`config.mk`:
```
export PLATFORM = sky130hd
export DESIGN_NAME = dma_audio_chan
export DESIGN_NICKNAME = d
export VERILOG_FILES = /design/src/rtl/audio_dma_pkg.sv /design/src/rtl/dma_slice_fifo.sv /design/src/rtl/dma_ctl_regs.sv /design/src/rtl/dma_desc_engine.sv /design/src/rtl/dma_audio_chan.sv
export SDC_FILE = /design/constraint.sdc
export NUM_CORES = 2
export LEC_CHECK = 0
export BUFFER_PORTS_ARGS = -buffer_cell sky130_fd_sc_hd__buf_4
export CAP_MARGIN = 30
export CORE_MARGIN = 2
export CORE_UTILIZATION = 60
export CTS_CLUSTER_SIZE = 12
export DETAILED_ROUTE_END_ITERATION = 7
export HOLD_SLACK_MARGIN = 0.06
export PLACE_DENSITY = 0.79
export RECOVER_POWER = 50
export SLEW_MARGIN = 15
export SYNTH_ARGS = -nofsm -noshare
export SYNTH_HDL_FRONTEND = slang
export SYNTH_SLANG_ARGS = --single-unit
```
`constraint.sdc`:
```
create_clock -name clk_i -period 18.3 [get_ports clk_i]
set_clock_uncertainty 0.05 [all_clocks]
set_input_delay 0.915 -clock clk_i [delete_from_list [all_inputs] [get_ports clk_i]]
set_output_delay 0.915 -clock clk_i [all_outputs]
set_load 0.03 [all_outputs]
```
`src/rtl/audio_dma_pkg.sv`:
```
package audio_dma_pkg;
  localparam int unsigned CTL_IRQ_BIT = 0;
  localparam int unsigned CTL_LE_BIT  = 1;
  localparam int unsigned CTL_RX_BIT  = 2;
  localparam int unsigned CTL_RT_BIT  = 3;
  localparam int unsigned CTL_ACT_BIT = 4;
  localparam int unsigned CNT_IE_BIT  = 31;

  typedef enum logic [2:0] {
    ST_IDLE,
    ST_D_BUF,
    ST_D_CNT,
    ST_D_NXT,
    ST_XFER
  } eng_state_e;

  typedef struct packed {
    logic [7:0] fend;
    logic [7:0] fbeg;
    logic [7:0] hwm;
    logic [2:0] rsvd;
    logic       act;
    logic       rt;
    logic       rx;
    logic       le;
    logic       irq;
  } ctl_word_t;
endpackage

```
`src/rtl/dma_slice_fifo.sv`:
```
module dma_slice_fifo #(
  parameter int unsigned DEPTH = 32,
  localparam int unsigned IW = $clog2(DEPTH),
  localparam int unsigned PW = IW + 1
) (
  input  logic          clk_i,
  input  logic          rst_ni,
  input  logic          flush_i,
  input  logic [7:0]    beg_i,
  input  logic [7:0]    end_i,
  input  logic [1:0]    push_n_i,
  input  logic [15:0]   push_d0_i,
  input  logic [15:0]   push_d1_i,
  input  logic [1:0]    pop_n_i,
  output logic [15:0]   head0_o,
  output logic [15:0]   head1_o,
  output logic [PW-1:0] fill_o,
  output logic [PW-1:0] cap_o
);
  logic [15:0]   mem_q [DEPTH];
  logic [PW-1:0] rd_q, wr_q, fill_q;
  logic [31:0]   base, lim;

  // slice bounds in halfwords, clamped to the physical FIFO
  always_comb begin
    lim  = {22'd0, end_i, 2'b00};
    base = {22'd0, beg_i, 2'b00};
    if (lim > DEPTH) lim = DEPTH;
    if (base > lim) base = lim;
  end

  assign cap_o  = PW'(lim - base);
  assign fill_o = fill_q;

  function automatic logic [PW-1:0] nxt(input logic [PW-1:0] o);
    logic [PW:0] t;
    t = {1'b0, o} + 1'b1;
    return (t >= {1'b0, cap_o}) ? '0 : t[PW-1:0];
  endfunction

  function automatic logic [IW-1:0] idx(input logic [PW-1:0] o);
    logic [31:0] t;
    t = base + 32'(o);
    return t[IW-1:0];
  endfunction

  assign head0_o = mem_q[idx(rd_q)];
  assign head1_o = mem_q[idx(nxt(rd_q))];

  always_ff @(posedge clk_i) begin
    if (!flush_i && push_n_i != 2'd0) begin
      mem_q[idx(wr_q)] <= push_d0_i;
      if (push_n_i == 2'd2) mem_q[idx(nxt(wr_q))] <= push_d1_i;
    end
  end

  always_ff @(posedge clk_i or negedge rst_ni) begin
    if (!rst_ni) begin
      rd_q   <= '0;
      wr_q   <= '0;
      fill_q <= '0;
    end else if (flush_i) begin
      rd_q   <= '0;
      wr_q   <= '0;
      fill_q <= '0;
    end else begin
      if (push_n_i == 2'd1) wr_q <= nxt(wr_q);
      else if (push_n_i == 2'd2) wr_q <= nxt(nxt(wr_q));
      if (pop_n_i == 2'd1) rd_q <= nxt(rd_q);
      else if (pop_n_i == 2'd2) rd_q <= nxt(nxt(rd_q));
      fill_q <= fill_q + PW'(push_n_i) - PW'(pop_n_i);
    end
  end
endmodule

```
`src/rtl/dma_ctl_regs.sv`:
```
module dma_ctl_regs
  import audio_dma_pkg::*;
(
  input  logic        clk_i,
  input  logic        rst_ni,
  input  logic        we_i,
  input  logic [31:0] wdata_i,
  input  logic        re_i,
  input  logic        irq_set_i,
  output ctl_word_t   ctl_o,
  output logic [31:0] rdata_o
);
  ctl_word_t w;
  logic [7:0] fend_q, fbeg_q, hwm_q;
  logic act_q, rt_q, rx_q, le_q, irq_q;

  assign w = ctl_word_t'(wdata_i);

  always_ff @(posedge clk_i or negedge rst_ni) begin
    if (!rst_ni) begin
      fend_q <= '0; fbeg_q <= '0; hwm_q <= '0;
      act_q  <= 1'b0; rt_q <= 1'b0; rx_q <= 1'b0; le_q <= 1'b0;
    end else if (we_i) begin
      fend_q <= w.fend; fbeg_q <= w.fbeg; hwm_q <= w.hwm;
      act_q  <= w.act; rt_q <= w.rt; rx_q <= w.rx; le_q <= w.le;
    end
  end

  // a new completion wins over a simultaneous read-clear
  always_ff @(posedge clk_i or negedge rst_ni) begin
    if (!rst_ni)        irq_q <= 1'b0;
    else if (irq_set_i) irq_q <= 1'b1;
    else if (re_i)      irq_q <= 1'b0;
  end

  always_comb begin
    ctl_o      = '0;
    ctl_o.fend = fend_q;
    ctl_o.fbeg = fbeg_q;
    ctl_o.hwm  = hwm_q;
    ctl_o.act  = act_q;
    ctl_o.rt   = rt_q;
    ctl_o.rx   = rx_q;
    ctl_o.le   = le_q;
    ctl_o.irq  = irq_q;
  end

  assign rdata_o = 32'(ctl_o);
endmodule

```
`src/rtl/dma_desc_engine.sv`:
```
module dma_desc_engine
  import audio_dma_pkg::*;
#(
  parameter int unsigned AW    = 32,
  parameter int unsigned CNT_W = 16,
  parameter int unsigned PW    = 6
) (
  input  logic          clk_i,
  input  logic          rst_ni,
  input  logic          ctl_hit_i,
  input  logic          start_i,
  input  logic          dptr_we_i,
  input  logic [AW-1:0] dptr_wdata_i,
  input  logic          rx_i,
  input  logic          le_i,
  input  logic [7:0]    hwm_i,
  input  logic [PW-1:0] fill_i,
  input  logic [PW-1:0] cap_i,
  input  logic [15:0]   head0_i,
  input  logic [15:0]   head1_i,
  input  logic          mem_gnt_i,
  input  logic [31:0]   mem_rdata_i,
  output logic          mem_req_o,
  output logic          mem_we_o,
  output logic [AW-1:0] mem_addr_o,
  output logic [31:0]   mem_wdata_o,
  output logic [1:0]    push_n_o,
  output logic [15:0]   push_d0_o,
  output logic [15:0]   push_d1_o,
  output logic [1:0]    pop_n_o,
  output logic          done_o,
  output logic [AW-1:0] bptr_o,
  output logic [AW-1:0] dptr_o,
  output eng_state_e    state_o
);
  eng_state_e st_q;
  logic [AW-1:0]    dptr_q, bptr_q;
  logic [CNT_W-1:0] rem_q;
  logic ie_q, ok_tx, ok_rx, rem_zero, hs;

  always_comb begin
    ok_tx    = !rx_i && (32'(fill_i) <= 32'(hwm_i)) &&
               (32'(cap_i) - 32'(fill_i) >= 32'd2);
    ok_rx    = rx_i && (32'(fill_i) >= 32'(hwm_i)) && (32'(fill_i) >= 32'd2);
    rem_zero = (rem_q == '0);
    mem_req_o  = 1'b0;
    mem_we_o   = 1'b0;
    mem_addr_o = dptr_q;
    unique case (st_q)
      ST_D_BUF: mem_req_o = 1'b1;
      ST_D_CNT: begin mem_req_o = 1'b1; mem_addr_o = dptr_q + AW'(4); end
      ST_D_NXT: begin mem_req_o = 1'b1; mem_addr_o = dptr_q + AW'(8); end
      ST_XFER: begin
        mem_req_o  = !rem_zero && (ok_tx || ok_rx);
        mem_we_o   = rx_i;
        mem_addr_o = bptr_q;
      end
      default: ;
    endcase
    hs          = mem_req_o && mem_gnt_i && !ctl_hit_i;
    push_n_o    = (st_q == ST_XFER && !rx_i && hs) ? 2'd2 : 2'd0;
    pop_n_o     = (st_q == ST_XFER && rx_i && hs) ? 2'd2 : 2'd0;
    push_d0_o   = le_i ? mem_rdata_i[15:0] : mem_rdata_i[31:16];
    push_d1_o   = le_i ? mem_rdata_i[31:16] : mem_rdata_i[15:0];
    mem_wdata_o = le_i ? {head1_i, head0_i} : {head0_i, head1_i};
    done_o      = (st_q == ST_XFER) && rem_zero && ie_q && !ctl_hit_i;
  end

  always_ff @(posedge clk_i or negedge rst_ni) begin
    if (!rst_ni) begin
      st_q   <= ST_IDLE;
      dptr_q <= '0;
      bptr_q <= '0;
      rem_q  <= '0;
      ie_q   <= 1'b0;
    end else if (ctl_hit_i) begin
      st_q <= start_i ? ST_D_BUF : ST_IDLE;
    end else begin
      unique case (st_q)
        ST_IDLE: if (dptr_we_i) dptr_q <= dptr_wdata_i;
        ST_D_BUF: if (hs) begin
          bptr_q <= mem_rdata_i[AW-1:0];
          st_q   <= ST_D_CNT;
        end
        ST_D_CNT: if (hs) begin
          rem_q <= mem_rdata_i[CNT_W-1:0];
          ie_q  <= mem_rdata_i[CNT_IE_BIT];
          st_q  <= ST_D_NXT;
        end
        ST_D_NXT: if (hs) begin
          dptr_q <= mem_rdata_i[AW-1:0];
          st_q   <= ST_XFER;
        end
        ST_XFER: begin
          if (rem_zero) st_q <= ST_D_BUF;
          else if (hs) begin
            bptr_q <= bptr_q + AW'(4);
            rem_q  <= (rem_q > CNT_W'(4)) ? rem_q - CNT_W'(4) : '0;
          end
        end
        default: st_q <= ST_IDLE;
      endcase
    end
  end

  assign bptr_o  = bptr_q;
  assign dptr_o  = dptr_q;
  assign state_o = st_q;
endmodule

```
`src/rtl/dma_audio_chan.sv`:
```
module dma_audio_chan
  import audio_dma_pkg::*;
#(
  parameter int unsigned AW      = 32,
  parameter int unsigned FIFO_DW = 8,
  parameter int unsigned CNT_W   = 16,
  localparam int unsigned DEPTH  = FIFO_DW * 4,
  localparam int unsigned PW     = $clog2(DEPTH) + 1
) (
  input  logic          clk_i,
  input  logic          rst_ni,
  input  logic          ctl_we_i,
  input  logic [31:0]   ctl_wdata_i,
  input  logic          ctl_re_i,
  output logic [31:0]   ctl_rdata_o,
  input  logic          dptr_we_i,
  input  logic [AW-1:0] dptr_wdata_i,
  output logic [AW-1:0] bptr_o,
  output logic          irq_o,
  output logic          mem_req_o,
  output logic          mem_we_o,
  output logic [AW-1:0] mem_addr_o,
  output logic [31:0]   mem_wdata_o,
  input  logic          mem_gnt_i,
  input  logic [31:0]   mem_rdata_i,
  output logic          dev_tx_valid_o,
  output logic [15:0]   dev_tx_data_o,
  input  logic          dev_tx_ready_i,
  input  logic          dev_rx_valid_i,
  input  logic [15:0]   dev_rx_data_i,
  output logic          dev_rx_ready_o
);
  ctl_word_t     ctl;
  logic          irq_set, start, tx_pop, rx_push;
  logic [PW-1:0] fill, cap;
  logic [15:0]   head0, head1, e_d0, e_d1, f_d0, f_d1;
  logic [1:0]    e_push_n, e_pop_n, f_push_n, f_pop_n;
  logic [AW-1:0] dptr_q;
  eng_state_e    state_q;

  assign start = ctl_we_i && ctl_wdata_i[CTL_ACT_BIT];

  dma_ctl_regs u_regs (
    .clk_i, .rst_ni,
    .we_i(ctl_we_i), .wdata_i(ctl_wdata_i), .re_i(ctl_re_i),
    .irq_set_i(irq_set), .ctl_o(ctl), .rdata_o(ctl_rdata_o)
  );

  dma_desc_engine #(.AW(AW), .CNT_W(CNT_W), .PW(PW)) u_eng (
    .clk_i, .rst_ni,
    .ctl_hit_i(ctl_we_i), .start_i(start),
    .dptr_we_i, .dptr_wdata_i,
    .rx_i(ctl.rx), .le_i(ctl.le), .hwm_i(ctl.hwm),
    .fill_i(fill), .cap_i(cap), .head0_i(head0), .head1_i(head1),
    .mem_gnt_i, .mem_rdata_i,
    .mem_req_o, .mem_we_o, .mem_addr_o, .mem_wdata_o,
    .push_n_o(e_push_n), .push_d0_o(e_d0), .push_d1_o(e_d1), .pop_n_o(e_pop_n),
    .done_o(irq_set), .bptr_o, .dptr_o(dptr_q), .state_o(state_q)
  );

  assign dev_tx_valid_o = ctl.act && !ctl.rx && (fill != '0);
  assign dev_tx_data_o  = head0;
  assign dev_rx_ready_o = ctl.act && ctl.rx && (fill < cap);
  assign tx_pop  = dev_tx_valid_o && dev_tx_ready_i;
  assign rx_push = dev_rx_valid_i && dev_rx_ready_o;

  // direction picks which side fills and which side drains the slice
  always_comb begin
    if (ctl.rx) begin
      f_push_n = {1'b0, rx_push};
      f_d0     = dev_rx_data_i;
      f_d1     = dev_rx_data_i;
      f_pop_n  = e_pop_n;
    end else begin
      f_push_n = e_push_n;
      f_d0     = e_d0;
      f_d1     = e_d1;
      f_pop_n  = {1'b0, tx_pop};
    end
  end

  dma_slice_fifo #(.DEPTH(DEPTH)) u_fifo (
    .clk_i, .rst_ni,
    .flush_i(ctl_we_i), .beg_i(ctl.fbeg), .end_i(ctl.fend),
    .push_n_i(f_push_n), .push_d0_i(f_d0), .push_d1_i(f_d1),
    .pop_n_i(f_pop_n), .head0_o(head0), .head1_o(head1),
    .fill_o(fill), .cap_o(cap)
  );

  assign irq_o = ctl.irq;
endmodule

```
==> flow_metrics.py <==
metrics = {
    "final_layout": {
        "fin_util_pct": 67.2,
        "final_cell_area_um2": 46200,
        "drive_gt1_share_pct": 19.1,
        "regArea_um2": 18700,
        "multiInputGateArea_um2": 21500,
        "finalNetCount": 3836,
        "fillCellCount": 5173,
        "syn2layout_area_growth_pct": 10.6,
    },
    "routing": {
        "drc": 0,
        "drtIter0Drc": 5256,
        "vias": 34000,
        "ant_nets": 0,
        "drt_wl_total_um": 147000,
        "drt-pass1-iter-count": 7,
        "avgViaCountPerCell": 7.34,
        "wl_per_cell_um": 31.9,
    },
    "setup_path": {
        "critPathArrivalTime_ns": 10.56,
        "path_buf_inv": 6,
        "startpoint": "u_regs.fend_q[3]$_DFFE_PN0P_",
        "path_max_fanout": 21,
        "crit_path_start_kind": "flip-flop",
        "cpPeakStageDelay_ns": 0.87,
        "critPathKind": "reg -> out",
        "worstSetupEndpointType": "primary output",
        "r2r-start": "u_regs.fend_q[3]$_DFFE_PN0P_",
        "cp_slowest_cell": "a21oi_4",
        "crit_family": "simple AND/OR/NAND/NOR gates",
        "r2r_slack_ns": 7.54,
        "crit_path_frequent_cell": "nand3_1",
        "worstPathRequired_ns": 17.34,
    },
    "job": {
        "cap_violations": 33,
    },
    "hold_path": {
        "min_from": "ctl_re_i",
        "hp-class": "in -> reg",
    },
    "die": {
        "die_w_um": 268,
        "num_rows": 96,
        "die_area_um2": 71700,
        "start_util_pct": 60.8,
        "io-pin-count": 269,
        "fp.dieH_um": 268,
        "core_region_area_um2": 68700,
    },
    "power": {
        "ir_drop_mv": 0.119,
        "leakage_uw": 0.0190,
        "powerDensity_nw_per_um2": 147,
        "total_power_uw": 6760,
    },
    "yosys": {
        "synth_seq_cells": 643,
        "yosysTopAreaCell": "edfxtp_1",
        "syn-cell-area_um2": 41700,
        "synth_cells": 3536,
        "synth_top_area_share_pct": 36.8,
        "yosysMostFrequentCell": "mux2i_1",
        "synth-main-ff-cell": "edfxtp_1",
        "synth_cell_type_count": 80,
        "yosysSeqAreaShare_pct": 44.7,
        "synth.area.top_cells": "edfxtp_1 (37%), mux2i_1 (16%), mux4_2 (9.0%)",
        "async_reset_ff_share_pct": 20.4,
        "synth-edff-count": 512,
        "synth.top_cells.by_count": "mux2i_1 (686), edfxtp_1 (512), nand2_1 (259)",
        "syn_avg_cell_area_um2": 11.8,
        "yosysWarnings": 0,
    },
    "clock_tree": {
        "clk_latency_ns": 0.64,
        "postCtsSetupRepairBufs": 0,
        "cts.path.max_buffers": 3,
        "ctsHoldBuffers": 0,
        "cts_resized": 0,
        "cts_made_buffers": 71,
        "h-tree-depth": 3,
        "cts_root_buffer": "clkbuf_16",
        "clk_pin_slew_ns": 0.06,
        "numClockSinks": 643,
        "cts_tree": "yes",
    },
    "timing": {
        "slew-limit-headroom_pct": -156,
        "hold_violations": 0,
        "max_freq_mhz": 86.7,
        "fin_crit_sh_pct": 63.0,
        "rsz0062_at_grt": "false",
        "finalSetupViolCount": 0,
        "tns_ns": 0,
        "worst_pin_slew_ns": 3.84,
        "timing.hold.ws_ns": 0.442,
        "period_needed_ns": 11.53,
        "slew_viol_final": 888,
    },
    "global_routing": {
        "first_global_vias": 32900,
        "antenna_found_initial": 2,
        "overflow": 0,
        "grt_max_degree": 120,
        "grt_pass1_wl_um": 214000,
        "grt_util_all_layers_pct": 41.1,
    },
    "placement": {
        "portBuffers": 261,
        "dpl_cell_area_um2": 44600,
        "gp_congestion": 0.958,
        "dp_hpwl_um": 90400,
    },
    "status": {
        "status": "finished, violations left",
        "violations": "capacitance limit, slew limit",
    },
}
-- cells in the final DEF, fill, tap and decap left out, types with 72 or more instances in the layout --
cell       netlist  routed
a21oi_1        122     121
buf_4           19     230
clkbuf_1       235     145
clkbuf_16        0      72
dfrtp_1        131     128
edfxtp_1       512     512
mux2_2         109     106
mux2i_1        686     686
mux4_2         167     167
nand2_1        259     256
nand3_1         77      89
nor2_1         100      99
o21ai_0        179     178
-- sequential cells by signal, summed over array words and instances (netlist names) --
| name | flops |
|---|---|
| u_eng.bptr_o | 32 |
| u_eng.dptr_o | 32 |
| u_eng.ie_q | 1 |
| u_eng.rem_q | 16 |
| u_eng.state_o | 3 |
| u_fifo.fill_o | 6 |
| u_fifo.mem_q | 512 |
| u_fifo.rd_q | 6 |
| u_fifo.wr_q | 6 |
| u_regs.act_q | 1 |
| u_regs.fbeg_q | 8 |
| u_regs.fend_q | 8 |
| u_regs.hwm_q | 8 |
| u_regs.irq_q | 1 |
| u_regs.le_q | 1 |
| u_regs.rt_q | 1 |
| u_regs.rx_q | 1 |
-- metal layers --
| layer | up-vias | global-route usage (%) | wire length [um] |
|---|---|---|---|
| met1 | 16300 | 50.3 | 48200 |
| met2 | 3012 | 60.4 | 64300 |
| met3 | 743 | 13.7 | 22200 |
| met4 | 2 | 31.5 | 12700 |
| met5 | - | 0 | 13 |
| li1 | 13900 | - | - |
-- path summary, 6_finish.rpt --
check	cells past startpoint	end
max in group asynchronous	3	u_fifo.rd_q[1]$_DFFE_PN0P_
min reg2reg	2	u_eng.dptr_o[1]$_DFFE_PN0P_
max	32	mem_wdata_o[13]
max reg2reg	25	u_fifo.mem_q[4][10]$_DFFE_PP_
min in group asynchronous	1	u_eng.bptr_o[9]$_DFFE_PN0P_
min	2	u_regs.irq_q$_DFFE_PN0P_
-- power breakdown --
group          total, uW  internal [uW]  leakage (uW)  switching, uW
Clock               1360            746       0.00102            616
Combinational       3580           1250        0.0118           2320
Sequential          1830           1690       0.00619            136
-- worst reg2reg max path, stage by stage (launching register included) --
cell and delay (ns):
dfrtp_1 0.38, or4_1 0.54, nor2_1 0.35, nand2_1 0.23, ha_1 0.34, nor2b_1 0.13, o211ai_1 0.15, nand3_1 0.13
nand2_1 0.16, o21ai_0 0.27, ha_1 0.33, fa_1 0.38, xnor2_1 0.29, inv_1 0.19, ha_1 0.35, a21oi_1 0.15
o21ai_0 0.10, a21o_1 0.22, nor2_1 0.43, ha_1 0.26, fa_1 0.48, or3_1 0.43, nor3_1 1.38, and3_1 1.59
a21o_1 0.73, buf_4 0.39
-- through the flow --
stage          std cells  setup WS [ns]
2_1_floorplan       3541           9.91
3_3_place_gp        4474           7.90
3_5_place_dp        4486           7.78
4_1_cts             4613           7.07
5_1_grt             4623           6.49
6_report            4625           6.77
-- final cells by class --
cell class	count	area share (%)
clock inverter	32	0.409
timing repair buffer	368	5.24
clock buffer	95	4.13
multi-input combinational	2478	46.6
tap	931	2.52
antenna	2	0.0108
inverter	76	0.621
sequential	643	40.4
-- cells by family after synthesis --
family,share of synthesized area (%)
adder cells (fa/ha/maj),2.45
AO/OA/AOI/OAI,11.2
other,0.0180
multiplexers,28.4
XOR/XNOR,0.878
buffers and inverters,4.07
flip-flops,44.7
AND/OR/NAND/NOR,8.32
No activity file was read; power rests on OpenSTA's default activity.
